**src/rtl/mcfsm_pkg.sv**
```systemverilog
package mcfsm_pkg;

  localparam int OP_W = 6;
  localparam int ST_W = 4;

  localparam logic [OP_W-1:0] OPC_LOAD  = 6'h23;
  localparam logic [OP_W-1:0] OPC_STORE = 6'h2B;
  localparam logic [OP_W-1:0] OPC_RTYPE = 6'h00;
  localparam logic [OP_W-1:0] OPC_ORIMM = 6'h0D;
  localparam logic [OP_W-1:0] OPC_BRANCH = 6'h04;

  typedef enum logic [ST_W-1:0] {
    S_FETCH  = 4'd0,
    S_DECODE = 4'd1,
    S_ADDR   = 4'd2,
    S_LDMEM  = 4'd3,
    S_LDWB   = 4'd4,
    S_STMEM  = 4'd5,
    S_REXE   = 4'd6,
    S_RFIN   = 4'd7,
    S_BRANCH = 4'd8,
    S_SPARE  = 4'd9,
    S_OREXE  = 4'd10,
    S_ORFIN  = 4'd11
  } state_e;

  typedef enum logic [1:0] {
    ALU_ADD = 2'b00,
    ALU_SUB = 2'b01,
    ALU_FN  = 2'b10,
    ALU_OR  = 2'b11
  } alu_fn_e;

  typedef struct packed {
    logic       pc_wr;
    logic       pc_wr_cond;
    logic       ir_wr;
    logic       br_wr;
    logic       reg_wr;
    logic       mem_wr;
    logic       reg_dst;
    logic       mem_to_reg;
    logic       i_or_d;
    logic       pc_src;
    logic       ext_op;
    logic       alu_sel_a;
    logic [1:0] alu_sel_b;
    alu_fn_e    alu_op;
  } ctrl_t;

endpackage

```
**src/rtl/mcfsm_rst_sync.sv**
```systemverilog
module mcfsm_rst_sync #(
  parameter int STAGES = 2
) (
  input  logic clk,
  input  logic rst_n,
  output logic rst_sync_n
);
  logic [STAGES-1:0] chain_q;

  always_ff @(posedge clk or negedge rst_n) begin
    if (!rst_n) chain_q <= '0;
    else        chain_q <= {chain_q[STAGES-2:0], 1'b1};
  end

  assign rst_sync_n = chain_q[STAGES-1];
endmodule

```
**src/rtl/mcfsm_next.sv**
```systemverilog
module mcfsm_next
  import mcfsm_pkg::*;
(
  input  state_e          cur_state,
  input  logic [OP_W-1:0] opcode,
  output state_e          nxt_state
);
  always_comb begin
    nxt_state = S_FETCH;
    unique case (cur_state)
      S_FETCH:  nxt_state = S_DECODE;
      S_DECODE: begin
        if (opcode == OPC_LOAD || opcode == OPC_STORE) nxt_state = S_ADDR;
        else if (opcode == OPC_RTYPE)                  nxt_state = S_REXE;
        else if (opcode == OPC_ORIMM)                  nxt_state = S_OREXE;
        else if (opcode == OPC_BRANCH)                 nxt_state = S_BRANCH;
        else                                           nxt_state = S_FETCH;
      end
      S_ADDR:   nxt_state = (opcode == OPC_STORE) ? S_STMEM : S_LDMEM;
      S_LDMEM:  nxt_state = S_LDWB;
      S_REXE:   nxt_state = S_RFIN;
      S_OREXE:  nxt_state = S_ORFIN;
      default:  nxt_state = S_FETCH;
    endcase
  end
endmodule

```
**src/rtl/mcfsm_decode.sv**
```systemverilog
module mcfsm_decode
  import mcfsm_pkg::*;
(
  input  state_e cur_state,
  output ctrl_t  ctrl
);
  always_comb begin
    ctrl = '0;
    unique case (cur_state)
      S_FETCH: begin
        ctrl.pc_wr = 1'b1;
        ctrl.ir_wr = 1'b1;
      end
      S_DECODE: begin
        ctrl.br_wr     = 1'b1;
        ctrl.ext_op    = 1'b1;
        ctrl.alu_sel_b = 2'b10;
      end
      S_BRANCH: begin
        ctrl.pc_wr_cond = 1'b1;
        ctrl.pc_src     = 1'b1;
        ctrl.alu_sel_a  = 1'b1;
        ctrl.alu_op     = ALU_SUB;
      end
      S_ADDR, S_LDMEM, S_LDWB, S_STMEM: begin
        ctrl.ext_op     = 1'b1;
        ctrl.alu_sel_a  = 1'b1;
        ctrl.alu_sel_b  = 2'b11;
        ctrl.mem_wr     = (cur_state == S_STMEM);
        ctrl.i_or_d     = (cur_state == S_LDMEM) || (cur_state == S_LDWB);
        ctrl.reg_wr     = (cur_state == S_LDWB);
        ctrl.mem_to_reg = (cur_state == S_LDWB);
      end
      S_REXE, S_RFIN: begin
        ctrl.alu_sel_a = 1'b1;
        ctrl.reg_dst   = 1'b1;
        ctrl.alu_op    = ALU_FN;
        ctrl.reg_wr    = (cur_state == S_RFIN);
      end
      S_OREXE, S_ORFIN: begin
        ctrl.alu_sel_a = 1'b1;
        ctrl.alu_sel_b = 2'b11;
        ctrl.alu_op    = ALU_OR;
        ctrl.reg_wr    = (cur_state == S_ORFIN);
      end
      default: ctrl = '0;
    endcase
  end
endmodule

```
**src/rtl/mcfsm_ctrl.sv**
```systemverilog
module mcfsm_ctrl
  import mcfsm_pkg::*;
(
  input  logic            clk,
  input  logic            rst_n,
  input  logic [OP_W-1:0] opcode,
  output logic            pc_wr,
  output logic            pc_wr_cond,
  output logic            ir_wr,
  output logic            br_wr,
  output logic            reg_wr,
  output logic            mem_wr,
  output logic            reg_dst,
  output logic            mem_to_reg,
  output logic            i_or_d,
  output logic            pc_src,
  output logic            ext_op,
  output logic            alu_sel_a,
  output logic [1:0]      alu_sel_b,
  output logic [1:0]      alu_op
);
  logic   rst_q_n;
  state_e state_q, state_d;
  ctrl_t  ctrl;

  mcfsm_rst_sync #(.STAGES(2)) u_rst (
    .clk        (clk),
    .rst_n      (rst_n),
    .rst_sync_n (rst_q_n)
  );

  mcfsm_next u_next (
    .cur_state (state_q),
    .opcode    (opcode),
    .nxt_state (state_d)
  );

  always_ff @(posedge clk or negedge rst_q_n) begin
    if (!rst_q_n) state_q <= S_FETCH;
    else          state_q <= state_d;
  end

  mcfsm_decode u_dec (
    .cur_state (state_q),
    .ctrl      (ctrl)
  );

  assign pc_wr      = ctrl.pc_wr;
  assign pc_wr_cond = ctrl.pc_wr_cond;
  assign ir_wr      = ctrl.ir_wr;
  assign br_wr      = ctrl.br_wr;
  assign reg_wr     = ctrl.reg_wr;
  assign mem_wr     = ctrl.mem_wr;
  assign reg_dst    = ctrl.reg_dst;
  assign mem_to_reg = ctrl.mem_to_reg;
  assign i_or_d     = ctrl.i_or_d;
  assign pc_src     = ctrl.pc_src;
  assign ext_op     = ctrl.ext_op;
  assign alu_sel_a  = ctrl.alu_sel_a;
  assign alu_sel_b  = ctrl.alu_sel_b;
  assign alu_op     = ctrl.alu_op;

  logic known_op;
  assign known_op = (opcode == OPC_LOAD) || (opcode == OPC_STORE) ||
                    (opcode == OPC_RTYPE) || (opcode == OPC_ORIMM) ||
                    (opcode == OPC_BRANCH);

  a_r2_fetch_then_decode: assert property (@(posedge clk) disable iff (!rst_q_n)
    ir_wr |=> br_wr);
  a_r3_unknown_refetch: assert property (@(posedge clk) disable iff (!rst_q_n)
    (br_wr && !known_op) |=> ir_wr);
  a_r4_branch_returns: assert property (@(posedge clk) disable iff (!rst_q_n)
    pc_wr_cond |=> ir_wr);
  a_r7_load_read_then_wb: assert property (@(posedge clk) disable iff (!rst_q_n)
    (i_or_d && !reg_wr) |=> (reg_wr && mem_to_reg));
  a_r10_store_returns: assert property (@(posedge clk) disable iff (!rst_q_n)
    mem_wr |=> ir_wr);
  a_r10_regwr_returns: assert property (@(posedge clk) disable iff (!rst_q_n)
    reg_wr |=> ir_wr);
  a_r11_write_excl: assert property (@(posedge clk) disable iff (!rst_q_n)
    $onehot0({mem_wr, reg_wr, ir_wr}));
endmodule

```
**config.mk**
```make
export PLATFORM = sky130hd
export DESIGN_NAME = mcfsm_ctrl
export DESIGN_NICKNAME = d
export VERILOG_FILES = /design/src/rtl/mcfsm_pkg.sv /design/src/rtl/mcfsm_rst_sync.sv /design/src/rtl/mcfsm_next.sv /design/src/rtl/mcfsm_decode.sv /design/src/rtl/mcfsm_ctrl.sv
export SDC_FILE = /design/constraint.sdc
export NUM_CORES = 1
export LEC_CHECK = 0
export BUFFER_PORTS_ARGS = -buffer_cell sky130_fd_sc_hd__buf_4
export CAP_MARGIN = 20
export CORE_MARGIN = 4
export CORE_UTILIZATION = 40
export CTS_CLUSTER_SIZE = 25
export DETAILED_ROUTE_END_ITERATION = 10
export GPL_ROUTABILITY_DRIVEN = 0
export GPL_TIMING_DRIVEN = 1
export PLACE_DENSITY_LB_ADDON = 0.25
export SETUP_SLACK_MARGIN = 0.3
export SLEW_MARGIN = 0
export SYNTH_ARGS = -nofsm -noshare
export SYNTH_HDL_FRONTEND = slang
export SYNTH_HIERARCHICAL = 1
export SYNTH_SLANG_ARGS = --single-unit
```
**constraint.sdc**
```tcl
create_clock -name clk -period 1.3 [get_ports clk]
set_clock_uncertainty 0.1 [all_clocks]
set_input_delay 0.13 -clock clk [delete_from_list [all_inputs] [get_ports clk]]
set_output_delay 0.13 -clock clk [all_outputs]
set_load 0.01 [all_outputs]
```
=== After elaboration in Yosys (flattened, before gate mapping) ===
Cells that the tools add are included.

* Flip-flop bits (word level): 6
* Bits of input ports: 8
* Output and inout port bits: 16
* Logic and storage cells: 43

* Eq/ne operators: 14
* Mux-type cells: 17
* Reductions and logical operators: 10

{| class="wikitable"
|+ Operator list
! operator !! number
|-
| 4-bit one-hot mux with 6 select lines || 1
|-
| 4-bit by 3-bit equality test with 1-bit output (second input constant) || 4
|-
| 4-bit two-way mux || 4
|-
| 4-bit equality test (second input constant) || 3
|-
| 6-bit equality test (second input constant) || 2
|-
| 9-bit OR reduction || 1
|-
| 4-bit by 2-bit equality test with 1-bit output (second input constant) || 2
|-
| 1-bit two-way mux || 7
|-
| 6-bit by 3-bit equality test with 1-bit output (second input constant) || 1
|-
| 6-bit by 4-bit equality test with 1-bit output (second input constant) || 1
|-
| 6-bit zero test || 1
|-
| 2-bit one-hot mux with 3 select lines || 1
|-
| 6-bit OR reduction || 1
|-
| 5-bit OR reduction || 1
|-
| 4-bit by 1-bit equality test with 1-bit output (second input constant) || 1
|-
| 4-bit zero test || 1
|-
| 2-bit one-hot mux with 2 select lines || 1
|-
| 2-bit OR reduction || 2
|-
| 4-bit OR reduction || 1
|-
| 3-bit two-way mux || 1
|-
| 1-bit one-hot mux with 3 select lines || 1
|-
| 1-bit logical OR || 2
|-
| 2-bit two-way mux || 1
|}

=== Depth between registers and ports, before layout ===
Gate-level depths: netlist of the first run.

* Word-level depth: 6
* Mapped depth: 4
* Gate-level depth less buffers: 4

=== By module ===
Netlist of the first run, hierarchy kept.

{| class="wikitable"
|+ Modules (own cells, without submodules)
! module !! instances !! cells an instance !! area an instance (µm²) !! sequential area each (µm²)
|-
| mcfsm_decode || 1 || 31 || 205.2 || 0.0
|-
| mcfsm_next || 1 || 25 || 178.9 || 0.0
|-
| mcfsm_ctrl || 1 || 4 || 100.1 || 100.1
|-
| mcfsm_rst_sync || 1 || 3 || 53.8 || 50.0
|}

=== Worst setup path before layout of the first run ===
OpenSTA, ideal clock, no wires.

* Kind: reg2out
* From: register state_q[2]
* To: output pc_wr
* Data arrival time: 1349 ps
* Data required time: 1070 ps
* Slack: -279 ps
* Stages on the path, launching flop included: 4
* Buffers on the path: 2
* Path through: dfrtp_1 buf_2 nor4_1 buf_4

* Word-level cells in the longest chain between the ends: 2

{| class="wikitable"
|+ RTL lines
! element !! RTL line !! RTL
|-
| from (decl) || mcfsm_ctrl.sv:23 || <nowiki>state_e state_q, state_d;</nowiki>
|-
| from (signal assigned) || mcfsm_ctrl.sv:40 || <nowiki>else state_q <= state_d;</nowiki>
|-
| 4-bit zero test || n/a ||
|-
| 1-bit two-way mux || n/a ||
|-
| to (decl) || mcfsm_ctrl.sv:7 || <nowiki>output logic pc_wr,</nowiki>
|}

No other way between the ends.

=== Worst setup path after layout of the first run ===
* From: register state_q[3]
* To: register state_q[3]

* Word-level cells in the longest chain between the ends: 2
* Elaborated cells between the ends (all ways): 7
* Classes of those cells: eq/ne: 5; mux: 1; reduce/logical: 1

{| class="wikitable"
|+ RTL lines
! element !! RTL line !! RTL
|-
| 4-bit equality test (tied with other cells) || mcfsm_next.sv:10 || <nowiki>unique case (cur_state)</nowiki>
|-
| 4-bit one-hot mux with 6 select lines (*) || mcfsm_next.sv:10 ||
|-
| net state_d[3] || mcfsm_ctrl.sv:23 ||
|}

The timed path passes the listed nets; every way through them passes the cells marked *.

==> flow_summary.json, run 1 <==
{
  "status": "complete, but fails checks",
  "violations": "setup timing",
  "cts_buffers": 3,
  "cts_root_buf": "clkbuf_4",
  "seqPwrFrac": 0.164,
  "dr.pass1.iters": 4,
  "clock_path_buffers": 2,
  "antenna_found_initial": 0,
  "synth.top_cell.area_share": 0.279,
  "start_util": 0.454,
  "avgSynthCellArea_um2": 8.54,
  "fin_ws_ns": -0.317,
  "cp.required_ns": 1.38,
  "grt_pass1_vias": 709,
  "synth-seq-cells": 6,
  "p_per_area_nw_per_um2": 1430,
  "crit_path_max_fanout": 6,
  "power.internal_mw": 0.877,
  "fin_util": 0.953,
  "drv_cap": 0,
  "syn_inst": 63,
  "synth_top_flop_cell": "dfrtp_1",
  "fin_setup_tns_ns": -4.47,
  "track_usage": 0.236,
  "ys_types": 36,
  "cts.reportedPaths.clkPinSlew_ns": 0.05,
  "r2r_slack_ns": -0.32,
  "row_count": 12,
  "syn_to_final_growth_pct": 110,
  "io_pins": 24,
  "dieWidth_um": 44.7,
  "synth_warnings": 6,
  "clock_sinks": 6,
  "slew_violations": 0,
  "crit_arrival_ns": 1.69,
  "grt_overflow_total": 0,
  "clkPwrFrac": 0.116,
  "synth-edff-count": 0,
  "portBuffers": 23,
  "fillCellCount": 29,
  "finalHoldViolations": 0,
  "die_area_um2": 2000,
  "nets": 114,
  "cpLargestDelayFamily": "simple AND/OR/NAND/NOR gates",
  "slowest_stage": "dfrtp_2",
  "r2r-start": "state_q[3]$_DFF_PN0_",
  "finalWirelength_um": 2860,
  "fmax_mhz": 618,
  "final_cell_mix": "30 x buf_4, 11 x buf_6, 5 x nand2_1, 5 x a21oi_2",
  "cts_tree": "done",
  "swShare": 0.458,
  "crit_type": "reg2reg",
  "final_common_cell": "buf_4",
  "cts-htree-levels": 1,
  "finalSetupViolCount": 20,
  "synth_nets": 71,
  "layout-drive-gt1-share": 0.798,
  "worstReg2RegEnd": "state_q[3]$_DFF_PN0_",
  "insertion_delay_ns": 0.26,
  "min_period_ns": 1.62,
  "max_stage_delay_ns": 0.47,
  "grt_max_degree": 16,
  "dp_hpwl_um": 1210,
  "power_switching_mw": 0.741,
  "vias_per_cell": 6.31,
  "drc": 0,
  "core_area_um2": 1190,
  "ys_seq_area_frac": 0.279,
  "async_reset_ff_frac": 1.00,
  "worstPathCellList": "buf_4, buf_6, nor4b_4, nand4_1, a21oi_2",
  "die_y_um": 44.7,
  "netlist_area_um2": 538,
  "irDropWorstVdd_v": 0.00106,
  "synth_area_leaders": "dfrtp_1 28%, nand2_1 4.9%, a21oi_1 4.7%, nor3_1 4.7%, nor4b_4 4.4%",
  "post-route-period-util": 1.24,
  "rsz0062_at_grt": "yes",
  "design_area_um2": 1130,
  "wire_per_inst_um": 24.2,
  "crit_path_end_kind": "flip-flop",
  "path_buf_inv": 2,
  "vias": 745,
  "pwr-share-comb": 0.720,
  "dpl_cell_area_um2": 858,
  "antenna_left": 0,
  "synth_top_cell_by_area": "dfrtp_1",
  "first_iter_violations": 18,
  "grt_pass1_wl_um": 3290,
  "crit_path_start_kind": "flip-flop",
  "leakagePower_nw": 0.468,
  "antenna_cells": 0,
  "reg2reg_depth": 5,
  "holdCritPathClass": "in2async"
}
logic make-up after synthesis:
kind of cell,Yosys count,share of synthesized area
AOI/OAI and AO/OA,16,0.214
xor gates and xnor gates,1,0.0163
other,1,0.00697
buffers and inverters,9,0.107
muxes,1,0.0186
DFF,6,0.279
and+or+nand+nor,29,0.358
layout make-up:
cell class	count	area [um^2]	share of cell area
inverters	3	16.3	0.0144
clock buffers	3	22.5	0.0199
flip-flops and latches	6	155	0.137
repair buffers	44	389	0.344
multi-input cells	48	529	0.468
well taps	14	17.5	0.0155
timing repair:
action	CTS	global route
pin swaps	3	5
setup buffers	4	3
hold buffers	2	0
endpoints found under the setup margin	20	20
hold endpoints to repair	6	0
gates resized for setup	22	16
power by group through the flow:
stage | sequential (mW) | combinational (mW) | clock [mW]
finish | 0.266 | 1.16 | 0.187
global route | 0.269 | 1.20 | 0.209
CTS | 0.258 | 0.961 | 0.172
detailed placement | 0.265 | 0.826 | 0
global placement | 0.265 | 0.804 | 0
floorplan | 0.271 | 0.494 | 0
worst reg2reg max path: cells and delay by family, from the launching register on:
kind / cells / cell delay, ns
simple gates: 2 / 0.50
compound gates: 1 / 0.19
buf+inv: 2 / 0.28
flops: 1 / 0.47
flip-flops by register name (all words and copies together), names as in the netlist:
| register | flops |
|---|---|
| u_rst/chain_q | 2 |
| state_q | 4 |
how the worst max path moves through the flow:
| stage | start | end | slack [ns] | cells past startpoint |
|---|---|---|---|---|
| finish | state_q[3]$_DFF_PN0_ | state_q[3]$_DFF_PN0_ | -0.32 | 5 |
| global route | state_q[3]$_DFF_PN0_ | ir_wr | -0.36 | 3 |
| CTS | state_q[1]$_DFF_PN0_ | i_or_d | -0.24 | 4 |
| detailed placement | state_q[3]$_DFF_PN0_ | reg_wr | -0.07 | 5 |
| global placement | state_q[1]$_DFF_PN0_ | state_q[3]$_DFF_PN0_ | -0.02 | 4 |
| floorplan | state_q[1]$_DFF_PN0_ | i_or_d | -0.09 | 4 |
through the flow:
| stage | worst slack, ns | cells | power [mW] | hold slack [ns] |
|---|---|---|---|---|
| after floorplan | -0.0861 | 63 | 0.765 | -0.266 |
| after global placement | -0.0234 | 106 | 1.07 | -0.187 |
| after detailed placement | -0.0733 | 106 | 1.09 | -0.187 |
| after CTS | -0.239 | 115 | 1.39 | 0.0891 |
| after global routing | -0.359 | 118 | 1.68 | 0.0967 |
| final | -0.317 | 118 | 1.62 | 0.0935 |
cells in the mapped netlist (2+ instances only):
cell / instances
dfrtp_1: 6
nor3_1: 5
nor4_1: 2
buf_4: 3
a21oi_1: 5
buf_2: 2
nand2_1: 7
nand2b_1: 2
nor2_1: 3
inv_1: 2
per-layer routing:
metal	wire length, um	GRT usage	part of all wire
met3	257	0.0244	0.090
met2	1510	0.464	0.53
met5	0	0	0
met4	119	0.157	0.042
met1	972	0.222	0.34
(Power assumes the default switching activity.)
==> run 2: changes to the inputs <==
==> constraint.sdc (replaced) <==
create_clock -name clk -period 1.3 [get_ports clk]
set_clock_uncertainty 0.1 [all_clocks]
set_input_delay 0.195 -clock clk [delete_from_list [all_inputs] [get_ports clk]]
set_output_delay 0.195 -clock clk [all_outputs]
set_load 0.01 [all_outputs]
==> run 2 against run 1 <==
Compared with the run above: the flow now stops in global routing (5_1_grt); area after synthesis is the same; synthesized cell count is the same.
==> flow_summary.json, run 2 <==
{
  "synth_top_flop_cell": "dfrtp_1",
  "worst-ep-kind": "output port",
  "synthTopCellsByCount": "7 x nand2_1, 6 x dfrtp_1, 5 x a21oi_1, 5 x nor3_1",
  "yosysMostFrequentCell": "nand2_1",
  "synth-seq-cells": 6,
  "row_count": 12,
  "synth_nets": 71,
  "dp_hpwl_um": 1320,
  "ys_types": 36,
  "ys_seq_area_frac": 0.279,
  "synth_area_leaders": "dfrtp_1 28%, nand2_1 4.9%, a21oi_1 4.7%, nor3_1 4.7%, nor4b_4 4.4%",
  "cts-htree-levels": 1,
  "dieWidth_um": 44.7,
  "crit_endpoint": "pc_wr",
  "haltStage": "global routing (5_1_grt)",
  "start_util": 0.454,
  "avgSynthCellArea_um2": 8.54,
  "die_y_um": 44.7,
  "synth_warnings": 6,
  "clock_path_buffers": 2,
  "dpl.cell_count": 111,
  "cts_buffers": 3,
  "error_message": "[ERROR DPL-0033] detailed placement checks failed during check placement.",
  "synth_top_cell_by_area": "dfrtp_1",
  "cts_root_buf": "clkbuf_4",
  "dpl_cell_area_um2": 883,
  "io_pins": 24,
  "async_reset_ff_frac": 1.00,
  "synth-edff-count": 0,
  "clock_sinks": 6,
  "grt_max_degree": 8,
  "synth.top_cell.area_share": 0.279,
  "syn_inst": 63,
  "portBuffers": 23,
  "antenna_found_initial": 0,
  "netlist_area_um2": 538,
  "status": "stopped before the end"
}
==> run 2: per-stage QoR <==
step                worst slack [ns]  hold slack (ns)
floorplan                     -0.151           -0.201
global placement             -0.0574           -0.122
detailed placement           -0.0989           -0.117
CTS                           -0.327            0.152
==> run 2: logic make-up after synthesis <==
kind of cell / synth area share
compound gates: 0.214
xor+xnor: 0.0163
buf+inv: 0.107
flops: 0.279
mux: 0.0186
other cells: 0.00697
simple gates: 0.358
==> run 2: what timing repair did <==
action	4_1_cts
pin swaps	3
setup buffers	2
resized for setup	23
endpoints found under the hold margin	6
endpoints found under the setup margin	20
hold buffers	2
==> run 3: changes to the inputs <==
- CORE_AREA: unset -> 4 4 65 67
- CORE_MARGIN: 4 -> unset
- CORE_UTILIZATION: 40 -> unset
- CTS_CLUSTER_SIZE: 25 -> unset
- DIE_AREA: unset -> 0 0 69 71
- PLACE_DENSITY_LB_ADDON: 0.25 -> 0.15
- SETUP_SLACK_MARGIN: 0.3 -> unset
- clock period: 1.3 -> 1.7 ns (I/O delays scaled with it)
==> run 3 against run 2 <==
Compared with the run above: the flow now finishes without violations.
==> flow_summary.json, run 3 (synthesis results as in run 1) <==
{
  "cts_buffers": 3,
  "regMostFlops": "state_q",
  "p_per_area_nw_per_um2": 1100,
  "crit_path_end_kind": "output port",
  "finalHoldViolations": 0,
  "start_util": 0.148,
  "reg_top3": "state_q x4, u_rst/chain_q x2",
  "cts.reportedPaths.clkPinSlew_ns": 0.03,
  "hold_end": "u_rst/chain_q[1]$_DFF_PN0_",
  "finalWirelength_um": 1480,
  "holdCritPathClass": "reg2reg",
  "fillCellCount": 414,
  "crit_arrival_ns": 1.31,
  "cp.required_ns": 1.34,
  "grt_pass1_vias": 583,
  "final_common_cell": "buf_4",
  "dieWidth_um": 69,
  "nets": 104,
  "worstReg2RegEnd": "state_q[3]$_DFF_PN0_",
  "fin_util": 0.245,
  "vias": 569,
  "fin_ws_ns": 0.0340,
  "leakagePower_nw": 0.388,
  "portBuffers": 23,
  "drv_cap": 0,
  "first_iter_violations": 29,
  "crit_path_start_kind": "flip-flop",
  "clock_sinks": 6,
  "crit_type": "reg2out",
  "dpl.cell_count": 135,
  "crit_path_max_fanout": 3,
  "irDropWorstVdd_v": 0.000443,
  "grt_max_degree": 11,
  "reg2reg_depth": 4,
  "row_count": 22,
  "cts_tree": "done",
  "final_cell_mix": "30 x buf_4, 7 x nand2_1, 4 x nor3_1, 4 x a21oi_1",
  "fin_setup_tns_ns": 0,
  "core_area_um2": 3630,
  "min_path_cells": 0,
  "min_period_ns": 1.67,
  "r2r-start": "state_q[3]$_DFF_PN0_",
  "clock_path_buffers": 2,
  "vias_per_cell": 4.01,
  "cts-htree-levels": 1,
  "io_pins": 24,
  "insertion_delay_ns": 0.22,
  "finalNonFillerCells": 142,
  "grt_pass1_wl_um": 2610,
  "antenna_cells": 0,
  "fmax_mhz": 600,
  "drc": 0,
  "r2r_slack_ns": 0.23,
  "slew_violations": 0,
  "dp_hpwl_um": 1170,
  "layout-drive-gt1-share": 0.543,
  "track_usage": 0.0637,
  "post-route-period-util": 0.980,
  "rsz0062_at_grt": "yes",
  "grt_overflow_total": 0,
  "dp_slack_ns": 0.168,
  "status": "finished clean",
  "finalSetupViolCount": 0,
  "cts_root_buf": "clkbuf_8",
  "wire_per_inst_um": 10.4,
  "antenna_found_initial": 0,
  "hold_start": "u_rst/chain_q[0]$_DFF_PN0_",
  "syn_to_final_growth_pct": 65.3,
  "antenna_left": 0,
  "die_area_um2": 4900,
  "dr.pass1.iters": 4,
  "die_y_um": 71,
  "largest_reg_flops": 4
}
-- run 3: layout make-up --
type,instances,area [um^2],area share
multi-input combinational,48,353,0.397
clock buffer,3,41.3,0.0464
timing repair buffer,34,268,0.301
tap,48,60.1,0.0675
sequential,6,154,0.173
inverter,3,13.8,0.0155
-- run 3: worst max-delay path by stage --
| stage | from | end | cells past startpoint |
|---|---|---|---|
| after global placement | opcode[1] | state_q[2]$_DFF_PN0_ | 5 |
| after detailed placement | state_q[2]$_DFF_PN0_ | reg_wr | 4 |
| after CTS | state_q[2]$_DFF_PN0_ | reg_wr | 4 |
| final | state_q[0]$_DFF_PN0_ | i_or_d | 4 |
| after floorplan | state_q[3]$_DFF_PN0_ | pc_wr_cond | 4 |
| after global routing | state_q[0]$_DFF_PN0_ | i_or_d | 4 |
-- run 3: metal layers --
layer / up-vias / part of all wire / track usage
met2: 27 / 0.44 / 0.104
met5: - / 0 / 0
li1: 289 / - / -
met4: 0 / 0 / 0.0195
met3: 0 / 0.089 / 0.0256
met1: 253 / 0.47 / 0.0769
-- run 3: repair_timing --
item | in CTS | in global routing
pin swaps | 0 | 3
endpoints found under the hold margin | 6 | 0
cloned | 0 | 0
hold buffers | 2 | 0
setup buffers | 1 | 1
endpoints found under the setup margin | 5 | 9
gates resized for setup | 2 | 8
-- run 3: report_power, final --
part | total, mW | switching (mW) | internal (mW)
logic | 0.577 | 0.278 | 0.299
registers | 0.197 | 0.0304 | 0.167
clock network | 0.206 | 0.0546 | 0.152
-- run 3: through the flow --
step                hold slack (ns)  power, mW  instance area [um^2]
floorplan                    -0.141      0.502                   544
global placement            -0.0617      0.734                   786
detailed placement          -0.0609      0.727                   786
CTS                           0.243      0.954                   857
global route                  0.249       1.06                   890
finish                        0.242      0.980                   890
-- run 3: critical path: stages, from the launching register on --
cell and delay [ns]:
dfrtp_1 0.39, inv_2 0.06, or3_4 0.38, a21oi_2 0.14, buf_4 0.13
